**src/rtl/pirq_route_pkg.sv**
```systemverilog
package pirq_route_pkg;
  localparam int WIN_BYTES = 16;
  localparam int OFF_W = $clog2(WIN_BYTES);
  localparam int LANES = 4;
  localparam int LANE_W = $clog2(LANES);
  localparam int DEV_FIRST = 25;
  localparam int DEV_COUNT = 7;
  localparam int FIXED_DEV = 30;
  localparam int PIN_COUNT = 4;
  localparam int PIN_W = $clog2(PIN_COUNT);
  localparam int NUM_PIRQ = 8;
  localparam int PIRQ_W = $clog2(NUM_PIRQ);
  localparam int HALF_PIRQ = NUM_PIRQ / 2;
  localparam int NIB_W = 4;
  localparam int REG_BYTES = 2;
  localparam int DEV_W = 5;
  localparam int MAP_W = DEV_COUNT * PIN_COUNT * PIRQ_W;
  localparam logic [15:0] DEFAULT_MAP = 16'h3210;

  // strobes from control to datapath
  typedef struct packed {
    logic [WIN_BYTES-1:0] byteWe;
    logic [OFF_W-1:0]     base;
    logic                 rdLoad;
  } winStrobe_t;
endpackage

```
**src/rtl/pirq_route_ctrl.sv**
```systemverilog
module pirq_route_ctrl
  import pirq_route_pkg::*;
#(
  parameter int ADDR_W = 8
) (
  input  logic              clk,
  input  logic              rstN,
  input  logic              wrEn,
  input  logic              rdEn,
  input  logic [ADDR_W-1:0] addr,
  input  logic [LANES-1:0]  byteEn,
  output winStrobe_t        strobe,
  output logic              routeChanged,
  output logic              rdValid
);
  logic [OFF_W-1:0] offset;
  assign offset = addr[OFF_W-1:0];

  // map lanes onto window bytes; lanes past the end are clipped
  always_comb begin
    strobe.byteWe = '0;
    strobe.base   = offset;
    strobe.rdLoad = rdEn;
    for (int k = 0; k < LANES; k++) begin
      logic [OFF_W:0] tgt;
      tgt = {1'b0, offset} + (OFF_W+1)'(k);
      if (wrEn && byteEn[k] && !tgt[OFF_W])
        strobe.byteWe[tgt[OFF_W-1:0]] = 1'b1;
    end
  end

  always_ff @(posedge clk) begin
    if (!rstN) begin
      routeChanged <= 1'b0;
      rdValid      <= 1'b0;
    end else begin
      routeChanged <= wrEn;
      rdValid      <= rdEn;
    end
  end
endmodule

```
**src/rtl/pirq_route_regs.sv**
```systemverilog
module pirq_route_regs
  import pirq_route_pkg::*;
(
  input  logic                clk,
  input  logic                rstN,
  input  winStrobe_t          strobe,
  input  logic [LANES*8-1:0]  wrData,
  output logic [LANES*8-1:0]  rdData,
  output logic [MAP_W-1:0]    pinMap
);
  localparam int REG_SPAN = DEV_COUNT * REG_BYTES;
  localparam int FIXED_IDX = FIXED_DEV - DEV_FIRST;

  logic [7:0] winByte [WIN_BYTES];

  for (genvar b = 0; b < WIN_BYTES; b++) begin : gByte
    if (b < REG_SPAN && (b / REG_BYTES) == FIXED_IDX) begin : gFixed
      assign winByte[b] = 8'h00;
    end else begin : gStore
      localparam logic [7:0] RST_VAL =
        (b >= REG_SPAN) ? 8'h00 : DEFAULT_MAP[(b % REG_BYTES)*8 +: 8];
      logic [OFF_W-1:0]  rel;
      logic [LANE_W-1:0] lane;
      logic [7:0]        q;
      assign rel  = OFF_W'(b) - strobe.base;
      assign lane = rel[LANE_W-1:0];
      always_ff @(posedge clk) begin
        if (!rstN)                q <= RST_VAL;
        else if (strobe.byteWe[b]) q <= wrData[lane*8 +: 8];
      end
      assign winByte[b] = q;
    end
  end

  // registered read, clipped lanes return zero
  always_ff @(posedge clk) begin
    if (!rstN) begin
      rdData <= '0;
    end else if (strobe.rdLoad) begin
      for (int k = 0; k < LANES; k++) begin
        logic [OFF_W:0] tgt;
        tgt = {1'b0, strobe.base} + (OFF_W+1)'(k);
        rdData[k*8 +: 8] <= tgt[OFF_W] ? 8'h00 : winByte[tgt[OFF_W-1:0]];
      end
    end
  end

  // per-device, per-pin decode
  for (genvar d = 0; d < DEV_COUNT; d++) begin : gDev
    logic [15:0] regVal;
    assign regVal = {winByte[d*REG_BYTES+1], winByte[d*REG_BYTES]};
    for (genvar p = 0; p < PIN_COUNT; p++) begin : gPin
      if (d == FIXED_IDX) begin : gHard
        assign pinMap[(d*PIN_COUNT+p)*PIRQ_W +: PIRQ_W] = PIRQ_W'(HALF_PIRQ + p);
      end else begin : gDecode
        assign pinMap[(d*PIN_COUNT+p)*PIRQ_W +: PIRQ_W] = regVal[p*NIB_W +: PIRQ_W];
      end
    end
  end
endmodule

```
**src/rtl/pirq_route_lookup.sv**
```systemverilog
module pirq_route_lookup
  import pirq_route_pkg::*;
(
  input  logic [DEV_W-1:0]  lookupDev,
  input  logic [PIN_W-1:0]  lookupPin,
  input  logic [MAP_W-1:0]  pinMap,
  output logic [PIRQ_W-1:0] lookupPirq
);
  always_comb begin
    int devIdx;
    int sum;
    devIdx = int'(lookupDev) - DEV_FIRST;
    sum    = int'(lookupDev) + int'(lookupPin);
    if (devIdx >= 0 && devIdx < DEV_COUNT)
      lookupPirq = pinMap[(devIdx*PIN_COUNT + int'(lookupPin))*PIRQ_W +: PIRQ_W];
    else
      lookupPirq = PIRQ_W'(HALF_PIRQ + (sum % HALF_PIRQ));
  end
endmodule

```
**src/rtl/pirq_route_top.sv**
```systemverilog
module pirq_route_top
  import pirq_route_pkg::*;
(
  input  logic                 clk,
  input  logic                 rstN,
  input  logic                 wrEn,
  input  logic                 rdEn,
  input  logic [7:0]           addr,
  input  logic [31:0]          wrData,
  input  logic [3:0]           byteEn,
  output logic [31:0]          rdData,
  output logic                 rdValid,
  output logic [83:0]          pinMap,
  input  logic [4:0]           lookupDev,
  input  logic [1:0]           lookupPin,
  output logic [2:0]           lookupPirq,
  output logic                 routeChanged
);
  winStrobe_t strobe;

  pirq_route_ctrl #(.ADDR_W(8)) uCtrl (
    .clk(clk), .rstN(rstN), .wrEn(wrEn), .rdEn(rdEn), .addr(addr),
    .byteEn(byteEn), .strobe(strobe), .routeChanged(routeChanged),
    .rdValid(rdValid)
  );

  pirq_route_regs uRegs (
    .clk(clk), .rstN(rstN), .strobe(strobe), .wrData(wrData),
    .rdData(rdData), .pinMap(pinMap)
  );

  pirq_route_lookup uLookup (
    .lookupDev(lookupDev), .lookupPin(lookupPin), .pinMap(pinMap),
    .lookupPirq(lookupPirq)
  );
endmodule

```
**config.mk**
```make
export PLATFORM = sky130hd
export DESIGN_NAME = pirq_route_top
export DESIGN_NICKNAME = d
export VERILOG_FILES = /design/src/rtl/pirq_route_pkg.sv /design/src/rtl/pirq_route_ctrl.sv /design/src/rtl/pirq_route_regs.sv /design/src/rtl/pirq_route_lookup.sv /design/src/rtl/pirq_route_top.sv
export SDC_FILE = /design/constraint.sdc
export NUM_CORES = 1
export LEC_CHECK = 0
export ABC_CLOCK_PERIOD_IN_PS = 4600
export BUFFER_PORTS_ARGS = -buffer_cell sky130_fd_sc_hd__buf_2
export CORE_AREA = 8 8 189 235
export CTS_CLUSTER_SIZE = 20
export DETAILED_ROUTE_END_ITERATION = 8
export DIE_AREA = 0 0 197 243
export PLACE_DENSITY = 0.52
export RECOVER_POWER = 50
export SYNTH_ARGS = -nofsm -noshare
export SYNTH_HDL_FRONTEND = slang
export SYNTH_HIERARCHICAL = 1
export SYNTH_SLANG_ARGS = --single-unit
export TNS_END_PERCENT = 1
```
**constraint.sdc**
```tcl
create_clock -name clk -period 4.6 [get_ports clk]
set_input_delay 0 -clock clk [delete_from_list [all_inputs] [get_ports clk]]
set_output_delay 0 -clock clk [all_outputs]
set_load 0.02 [all_outputs]
```
==> impl_results.md, run 1 <==
- Status: finished with violations
- Failing checks: max-capacitance violations, max-slew violations
- Initial Util: 34.4%
- Final count of hold timing violations: 0
- Wirelength, routed: 54.4 mm
- Critical Path Start Type: input port
- Share of cells above drive strength 1: 22.8%
- Worst Hold Class: in2reg
- CTS tree: built
- First-pass GRT wire length: 79.5 mm
- Critical path's largest stage delay: 0.48 ns
- Vias per cell: 6.12
- Die Span X: 197 microns
- Multi-input gate area: 9730 sq um
- Top Metal Used: met4
- Cell Chain, Critical Path: buf_2 > or3_1 > xnor2_1 > inv_1 > ha_1 > ha_1 > o21ai_0 > o211ai_1 > o2111ai_1 > nand2b_1 > or3_1 > a311oi_1 > buf_2
- Synthesized area per cell: 10.3 sq um
- CP bufs+invs: 3
- Clock Latency Late Sink: 0.44 ns
- Req. time, crit path: 4.60 ns
- Fin nets: 1452
- PostCTS Resize Cnt: 0
- Post-detail-place hpwl: 40.0 mm
- Post-layout min period: 3.65 ns
- RSZ-0062 raised after global routing: false
- Leak pwr: 5.14 nW
- Crit-path max FO: 12
- CTS max path bufs: 2
- IO Port Bufs: 159
- Max cap viols: 3
- Clock root buffer: clkbuf_16
- CP Launch Point: lookupDev[1]
- Hold_sp: wrEn
- Wl on met1: 20.9 mm
- I/O pin total: 176
- GR Overflow Total: 0
- Die height: 243 microns
- Via count: 11848
- Area Overhead vs Synth: 6.73%
- Initial antenna violation count: 0
- Max Clk Rate: 0.274 GHz
- Yosys warning count: 6
- Post-route DRC: 0
- DR iter-0 viols: 1149
- Routed wl met3: 3.55 mm
- Period utilization: 79.4%
- Hold depth: 2
- Dpl cells: 1902
- Non-filler cells, final: 1935
- Post-CTS repair timing setup buffer count: 0
- Core Box Area: 40700 sq um
- Clock sink count: 146
- Clock skew: 0.0104 ns
- Hold Path End: uCtrl/routeChanged
- Fillers: 4176
- Pwr/cell area: 287 nW/um^2
- Tot GR Track Use: 22.1%
- Vias in the first global route: 11590
- R2R Setup Slk: 2.67 ns
- Slew HR: -60.7%
- Worst-margin pin slew: 2.41 ns
- First-pass detailed-route iteration total: 6
- Crit-path slowest cell: o2111ai_1
- DR WL/cell: 28.1 microns
- Final ANT Viol Nets: 0
- Routability cong.: 0.969
- Register area: 2920 sq um
- Final number of setup-violating endpoints: 0
- DR WL met2: 27.1 mm
- Clock transition at path regs: 0.06 ns
- Reg2reg path depth: 4
- Syn Inst Count: 1359
- DIE AREA: 47900 sq um
- Final Max Tran Viols: 235
- Largest delay share family, worst path: simple AND/OR/NAND/NOR gates
- Launch point of the worst reg-to-reg path: uRegs/gByte[4].gStore.q[6]
- H-tree level count: 4
- Crit path DAT: 3.65 ns
- Num CTS Buffers: 17
- Hold Buf Count CTS: 1
- Max VDD drop: 200 uV
- Crit Path Category: in2out
- Reg-to-reg endpoint: uRegs/rdData[22]
- Row cnt: 83
- Largest net degree at the start of global routing: 115
- Post-synthesis cell area: 14000 sq um
- CP Capture Type: output port
- Setup TNS: 0 ns
- ANT cells: 0
-- through the flow --
stage | setup slack (ns) | power, W | instance area (sq um) | hold slack, ns | utilization [%]
floorplan | 1.57 | 0.00245 | 14000 | 0.122 | -
global placement | 1.01 | 0.00283 | 14500 | 0.312 | 35.5
detailed placement | 0.969 | 0.00283 | 14500 | 0.325 | 35.5
CTS | 0.962 | 0.00430 | 15100 | 0.00115 | 37.0
global route | 0.626 | 0.00447 | 14900 | 0.0315 | 36.7
finish | 0.947 | 0.00428 | 14900 | 0.0243 | 36.7
-- cells in the final DEF, fill, tap and decap left out, drive strengths merged, types with 10 or more instances in the layout --
master	instances
a211o	10
dfxtp	146
mux2	40
nor2b	101
buf	78
a31oi	17
ha	26
o21ai	23
xnor2	13
mux2i	148
nand3	48
xor2	10
nor3	11
inv	20
a32o	15
nor2	36
a21oi	36
clkbuf	130
nand2	136
o211ai	11
nand2b	12
mux4	163
conb	12
-- flip-flops by register name, indices dropped and copies added (netlist names) --
| register | cells |
|---|---|
| uRegs/gByte.gStore.q | 112 |
| uCtrl/routeChanged | 1 |
| uRegs/rdData | 32 |
| uCtrl/rdValid | 1 |
-- per-layer routing --
| metal | vias to the layer above | track usage [%] |
|---|---|---|
| li1 | 5118 | - |
| met1 | 6053 | 26.5 |
| met2 | 570 | 38.0 |
| met3 | 107 | 3.25 |
| met4 | 0 | 11.1 |
| met5 | - | 0 |
-- worst max path at each step --
stage	to	cells past startpoint	slack [ns]
after floorplan	lookupPirq[1]	12	1.57
final	lookupPirq[1]	13	0.95
after CTS	lookupPirq[1]	13	0.96
after global placement	lookupPirq[1]	13	1.01
after global routing	lookupPirq[1]	13	0.63
after detailed placement	lookupPirq[1]	13	0.97
-- layout make-up --
type	count	area share, %
Clock inverter	12	1.04
Timing Repair Buffer	189	5.98
Multi-Input combinational cell	994	65.2
Inverter	22	0.553
Sequential cell	146	19.6
Clock buffer	20	3.06
Tap cell	552	4.63
-- power by group --
group	internal, W	switching [W]	total (W)
registers	0.00131	0.0000923	0.00141
clock network	0.000883	0.000583	0.00147
logic	0.000565	0.000842	0.00141
total	0.00276	0.00152	0.00428
No activity file was read; power rests on OpenSTA's default activity.
==> run 2, diff against run 1 <==
--- a/config.mk
+++ b/config.mk
@@ -5,13 +5,14 @@
 export SDC_FILE = /design/constraint.sdc
 export NUM_CORES = 1
 export LEC_CHECK = 0
-export ABC_CLOCK_PERIOD_IN_PS = 4600
+export ABC_AREA = 1
+export ABC_CLOCK_PERIOD_IN_PS = 3000
 export BUFFER_PORTS_ARGS = -buffer_cell sky130_fd_sc_hd__buf_2
 export CORE_AREA = 8 8 189 235
 export CTS_CLUSTER_SIZE = 20
 export DETAILED_ROUTE_END_ITERATION = 8
 export DIE_AREA = 0 0 197 243
-export PLACE_DENSITY = 0.52
+export PLACE_DENSITY = 0.54
 export RECOVER_POWER = 50
 export SYNTH_ARGS = -nofsm -noshare
 export SYNTH_HDL_FRONTEND = slang
==> constraint.sdc (replaced) <==
create_clock -name clk -period 3 [get_ports clk]
set_input_delay 0 -clock clk [delete_from_list [all_inputs] [get_ports clk]]
set_output_delay 0 -clock clk [all_outputs]
set_load 0.02 [all_outputs]
==> run 2 against run 1 <==
Sequential share of layout area shrank 1.8 points. Via count increased by 49%. Die area stayed put. First-iteration DRC count increased by 60%. Register-to-register slack got worse by 1.7 ns. Area after synthesis barely moved. Clock power rose by 40%. Clock-buffer cell count decreased by 1. Combinational power increased to 2.7 times the previous value. Global-route usage is 6.8 points higher. Power rose by 87%. The run ends with max-capacitance violations, max-slew violations, negative setup slack left.
==> impl_results.md, run 2 <==
- Reg with most FFs: uRegs/gByte.gStore.q
- Clock root buffer: clkbuf_16
- Req. time, crit path: 3.00 ns
- Final Max Tran Viols: 103
- Clock share of power: 25.8%
- Psw: 0.00354 W
- Final instance area: 16400 sq um
- RSZ-0062 raised after global routing: true
- First-pass detailed-route iteration total: 6
- Fin nets: 2663
- R2R Setup Slk: 1.02 ns
- Period utilization: 104%
- DR WL/cell: 22.7 microns
- Final ANT Viol Nets: 0
- Reg-to-reg endpoint: uRegs/rdData[10]
- Pwr/cell area: 487 nW/um^2
- Worst Hold Class: in2reg
- CP Capture Type: output port
- Crit-path max FO: 6
- DP Area: 15300 sq um
- Sequential power share: 27.5%
- Yosys warning count: 6
- Critical Path Start Type: input port
- Post-synthesis cell area: 14000 sq um
- Die height: 243 microns
- Crit path DAT: 3.12 ns
- Syn Inst Count: 2489
- Clock sink count: 146
- Pre-CTS setup slack: -0.384 ns
- Commonest non-fill, non-tap cell in the layout: nand2_1
- Vias per cell: 5.62
- Clock skew: 0.0119 ns
- Clock Latency Late Sink: 0.45 ns
- Non-filler cells, final: 3146
- Synthesized area per cell: 5.62 sq um
- Final number of setup-violating endpoints: 3
- Cell Int Power: 0.00446 W
- Initial antenna violation count: 0
- Dpl cells: 3098
- CTS tree: built
- DR iter-0 viols: 1840
- IO Port Bufs: 159
- Routability cong.: 1.03
- Share of cells above drive strength 1: 13.9%
- Max cap viols: 1
- Initial Util: 34.3%
- Fillers: 4641
- Most frequent cells in the layout: nand2_1 (840), nand3_1 (444), a21oi_1 (182)
- GR Overflow Total: 0
- Post-layout min period: 3.12 ns
- Failing checks: max-capacitance violations, max-slew violations, negative setup slack
- Status: finished with violations
- Crit Path Category: in2out
- Post-route DRC: 0
- Final count of hold timing violations: 0
- Register area: 2920 sq um
- Power share of the combinational group: 46.7%
- Die Span X: 197 microns
- DIE AREA: 47900 sq um
- Via count: 17682
- Biggest registers after layout: uRegs/gByte.gStore.q (112), uRegs/rdData (32)
- Leak pwr: 7.60 nW
- Wirelength, routed: 71.4 mm
- H-tree level count: 4
- ANT cells: 0
- Num CTS Buffers: 17
- Max Clk Rate: 0.320 GHz
- Max VDD drop: 428 uV
- CP Launch Point: lookupDev[1]
- Area Overhead vs Synth: 17.5%
- Slew HR: -21.0%
- I/O pin total: 176
- Sw Share: 44.2%
- CTS max path bufs: 2
- Largest register FFs: 112
- Clock transition at path regs: 0.07 ns
- Launch point of the worst reg-to-reg path: uRegs/gByte[3].gStore.q[2]
- Reg2reg path depth: 7
- Multi-input gate area: 9570 sq um
- Largest net degree at the start of global routing: 131
- Worst-margin pin slew: 1.82 ns
- Setup TNS: -0.349 ns
- First-pass GRT wire length: 105 mm
- Core Box Area: 40700 sq um
- Post-detail-place hpwl: 53.3 mm
- Row cnt: 83
- Vias in the first global route: 16779
- Tot GR Track Use: 28.9%
- Worst setup path endpoint: lookupPirq[0]
- Setup WS post-layout: -0.121 ns
-- run 2: changes by cell type in the layout (fill, tap and decap cells not counted), sizes merged, moves of 141 or more --
cell	delta
o21ai	+150
mux2i	-148
nand2	+729
mux4	-163
nand3	+427
a21oi	+155
inv	+141
-- run 2: worst min-delay path by stage --
stage                     from                    endpoint  slack [ns]  cells past startpoint
floorplan                 rstN               uCtrl/rdValid        0.09                      2
global placement          wrEn          uCtrl/routeChanged        0.29                      3
detailed placement        wrEn          uCtrl/routeChanged        0.29                      3
CTS                 wrData[15]  uRegs/gByte[7].gStore.q[7]        0.07                      5
global route        wrData[15]  uRegs/gByte[3].gStore.q[7]        0.11                      5
finish              wrData[15]  uRegs/gByte[9].gStore.q[7]        0.08                      5
-- run 2: area by class of cell --
cell class              count  area share (%)
clock inverters            13           0.686
flip-flops and latches    146            17.8
multi-input cells        1950            58.2
repair buffers            308            12.6
clock buffers              19            2.70
well taps                 552            4.20
inverters                 158            3.73
-- run 2: per-stage QoR --
stage	hold WS [ns]	util [%]	power, W
final	0.0848	40.4	0.00800
after global routing	0.112	40.4	0.00841
after floorplan	0.0935	-	0.00426
after CTS	0.0694	39.8	0.00782
after global placement	0.293	37.5	0.00553
after detailed placement	0.293	37.5	0.00554
-- run 2: critical path: stages --
cell and delay, ns:
buf_8 0.08, inv_6 0.03, ha_4 0.15, buf_4 0.14, xnor2_4 0.16, inv_2 0.08
buf_4 0.13, ha_1 0.22, ha_4 0.29, nand2_2 0.05, inv_2 0.06, nand3_4 0.10
nand3_4 0.19, nand2_8 0.11, inv_8 0.10, buf_12 0.10, buf_16 0.11, nand3_1 0.09
a21oi_1 0.17, nor2_1 0.07, nor2_2 0.15, nor2_2 0.05, nor2_1 0.12, nor2_1 0.05
nand2_1 0.05, nand2_1 0.05, nand2_1 0.07, buf_6 0.11
-- run 2: timing repair --
action,in CTS,in global routing
setup buffers,6,4
endpoints found under the setup margin,3,3
cloned,3,1
pin swaps,30,41
hold buffers,2,0
hold endpoints to repair,2,0
resized for setup,55,80
-- run 2: power by group through the flow --
| stage | Combinational (W) | Sequential [W] | Clock, W |
|---|---|---|---|
| after floorplan | 0.00207 | 0.00219 | 0 |
| after global placement | 0.00330 | 0.00223 | 0 |
| after detailed placement | 0.00331 | 0.00223 | 0 |
| after CTS | 0.00354 | 0.00219 | 0.00210 |
| after global routing | 0.00402 | 0.00220 | 0.00218 |
| final | 0.00374 | 0.00220 | 0.00206 |
-- run 2: per-layer routing --
metal  track usage, %  part of all wire, %  vias up
li1                 -                    -     8307
met1             32.1                   37     8214
met2             48.7                   47      914
met3             4.67                  7.1      247
met4             22.3                  8.5        0
met5                0                    0        -
==> run 3, diff against run 2 <==
--- a/config.mk
+++ b/config.mk
@@ -6,13 +6,13 @@
 export NUM_CORES = 1
 export LEC_CHECK = 0
 export ABC_AREA = 1
-export ABC_CLOCK_PERIOD_IN_PS = 3000
+export ABC_CLOCK_PERIOD_IN_PS = 3200
 export BUFFER_PORTS_ARGS = -buffer_cell sky130_fd_sc_hd__buf_2
 export CORE_AREA = 8 8 189 235
 export CTS_CLUSTER_SIZE = 20
 export DETAILED_ROUTE_END_ITERATION = 8
 export DIE_AREA = 0 0 197 243
-export PLACE_DENSITY = 0.54
+export PLACE_DENSITY = 0.52
 export RECOVER_POWER = 50
 export SYNTH_ARGS = -nofsm -noshare
 export SYNTH_HDL_FRONTEND = slang
==> constraint.sdc (replaced) <==
create_clock -name clk -period 3.2 [get_ports clk]
set_input_delay 0 -clock clk [delete_from_list [all_inputs] [get_ports clk]]
set_output_delay 0 -clock clk [all_outputs]
set_load 0.02 [all_outputs]
==> run 3 against run 2 <==
The flow finishes with violations (max-capacitance violations, max-slew violations). Clock power rose by 9%. Sequential share of layout area about the same. Via count rose by 0.83%. Utilization down 0.077 points. Cell area down 0.19%. Wire length up 2.3%. Cell count about the same. Global-route usage rose by 0.88 points. Sequential cell count unchanged. Critical endpoint is now lookupPirq[2].
==> impl_results.md, run 3 (synthesis gave the netlist of run 2 again) <==
- Status: finished with violations
- Failing checks: max-capacitance violations, max-slew violations
- CTS max path bufs: 2
- Clock root buffer: clkbuf_16
- Leak pwr: 7.61 nW
- Final Max Tran Viols: 103
- Pwr/cell area: 480 nW/um^2
- Critical Path Start Type: input port
- Crit Path Category: in2out
- Routability cong.: 0.997
- I/O pin total: 176
- Initial antenna violation count: 0
- Clock transition at path regs: 0.07 ns
- Post-route DRC: 0
- CP dominant cell by count: buf_4
- Die Span X: 197 microns
- Final count of hold timing violations: 0
- CP Launch Point: lookupDev[1]
- Largest register FFs: 112
- Fillers: 4613
- RSZ-0062 raised after global routing: true
- CP bufs+invs: 17
- Post-layout min period: 3.19 ns
- Most frequent cells in the layout: nand2_1 (846), nand3_1 (456), a21oi_1 (186)
- Largest net degree at the start of global routing: 131
- Register area: 2920 sq um
- CTS tree: built
- Hold Path End: uRegs/gByte[3].gStore.q[1]
- Period utilization: 99.6%
- DR iter-0 viols: 1896
- First-pass detailed-route iteration total: 9
- Die height: 243 microns
- Clock Latency Late Sink: 0.45 ns
- Area Overhead vs Synth: 17.3%
- Vias in the first global route: 16736
- Initial Util: 34.3%
- Num CTS Buffers: 17
- Post-detail-place hpwl: 53.5 mm
- Fin nets: 2659
- Max cap viols: 1
- Biggest registers after layout: uRegs/gByte.gStore.q (112), uRegs/rdData (32)
- Hold_sp: rstN
- Reg-to-reg endpoint: uRegs/rdData[6]
- Row cnt: 83
- Crit-path max FO: 4
- Tot GR Track Use: 29.8%
- Largest delay share family, worst path: buffers and inverters
- Clock skew: 0.00904 ns
- Vias per cell: 5.67
- Crit path DAT: 3.19 ns
- Setup WS post-layout: 0.0136 ns
- Critical path's largest stage delay: 0.19 ns
- DIE AREA: 47900 sq um
- R2R Setup Slk: 1.15 ns
- Core Box Area: 40700 sq um
- DR WL/cell: 23.2 microns
- Multi-input gate area: 9450 sq um
- Final number of setup-violating endpoints: 0
- Slew HR: -27.1%
- Pre-CTS setup slack: -0.353 ns
- Via count: 17829
- Dpl cells: 3078
- Share of cells above drive strength 1: 12.6%
- Req. time, crit path: 3.20 ns
- Reg2reg path depth: 9
- IO Port Bufs: 159
- Worst Hold Class: in2reg
- Worst-margin pin slew: 1.91 ns
- Clock sink count: 146
- Commonest non-fill, non-tap cell in the layout: nand2_1
- CP Capture Type: output port
- Max Clk Rate: 0.314 GHz
- GR Overflow Total: 0
- Reg with most FFs: uRegs/gByte.gStore.q
- Final ANT Viol Nets: 0
- Non-filler cells, final: 3143
- Crit-path slowest cell: ha_1
- Max VDD drop: 386 uV
- Final core occ: 40.3%
- First-pass GRT wire length: 107 mm
- H-tree level count: 4
- Hold depth: 4
- Wirelength, routed: 73.0 mm
- Launch point of the worst reg-to-reg path: uRegs/gByte[2].gStore.q[6]
[run 3: cell types whose count changed in the layout (fill, tap and decap cells not counted), moves of 4 or more]
cell | before | now
a21oi_1 | 182 | 186
a21oi_2 | 8 | 4
buf_2 | 56 | 52
buf_6 | 12 | 7
clkbuf_1 | 107 | 111
nand2_1 | 840 | 846
nand2_2 | 18 | 12
nand3_1 | 444 | 456
nand3_2 | 28 | 17
nor2_1 | 93 | 100
nor2_2 | 13 | 9
[run 3: worst max-delay path by stage]
stage / end / slack (ns) / cells past startpoint
CTS: lookupPirq[1] / -0.06 / 31
detailed placement: lookupPirq[1] / -0.35 / 26
finish: lookupPirq[2] / 0.01 / 26
global route: lookupPirq[1] / -0.12 / 31
floorplan: lookupPirq[2] / 0.15 / 24
global placement: lookupPirq[1] / -0.37 / 28
[run 3: area by class of cell]
type                            count  share of cell area (%)
Antenna cell                        1                  0.0153
Clock buffer                       17                    2.59
Clock inverter                     15                    1.41
Inverter                          158                    3.75
Multi-Input combinational cell   1950                    57.7
Sequential cell                   146                    17.8
Tap cell                          552                    4.21
Timing Repair Buffer              304                    12.5
[run 3: what timing repair did]
| item | 4_1_cts | 5_1_grt |
|---|---|---|
| hold buffers | 2 | 0 |
| cloned | 6 | 0 |
| setup endpoints to repair | 3 | 3 |
| endpoints found under the hold margin | 4 | 0 |
| pin swaps | 42 | 37 |
| buffers inserted | 21 | 4 |
| resized for setup | 70 | 36 |
[run 3: worst register-to-register path, delay by kind of cell (launching register included)]
family	cells	cell delay (ns)
compound gates	1	0.15
buf+inv	1	0.68
flops	1	0.49
simple gates	7	0.68
[run 3: layer usage]
metal	part of all wire [%]	GRT usage (%)	vias up	routed length [microns]
met2	47	50.1	939	34400
met3	7.6	4.58	256	5530
li1	-	-	8313	-
met4	7.6	20.7	0	5530
met5	0	0	-	0
met1	38	34.1	8321	27600
[run 3: report_power, final]
group | total, W | switching (W) | internal (W)
Combinational | 0.00357 | 0.00233 | 0.00124
Clock | 0.00224 | 0.000960 | 0.00128
Sequential | 0.00207 | 0.000151 | 0.00192
[run 3: stage by stage]
step | instance area [sq um] | hold WS, ns | power (W) | TNS [ns]
floorplan | 14000 | 0.0935 | 0.00399 | 0
global placement | 15000 | 0.284 | 0.00515 | -0.966
detailed placement | 15000 | 0.291 | 0.00516 | -0.913
CTS | 16400 | 0.0607 | 0.00777 | -0.116
global route | 16400 | 0.0949 | 0.00826 | -0.334
finish | 16400 | 0.0787 | 0.00788 | 0
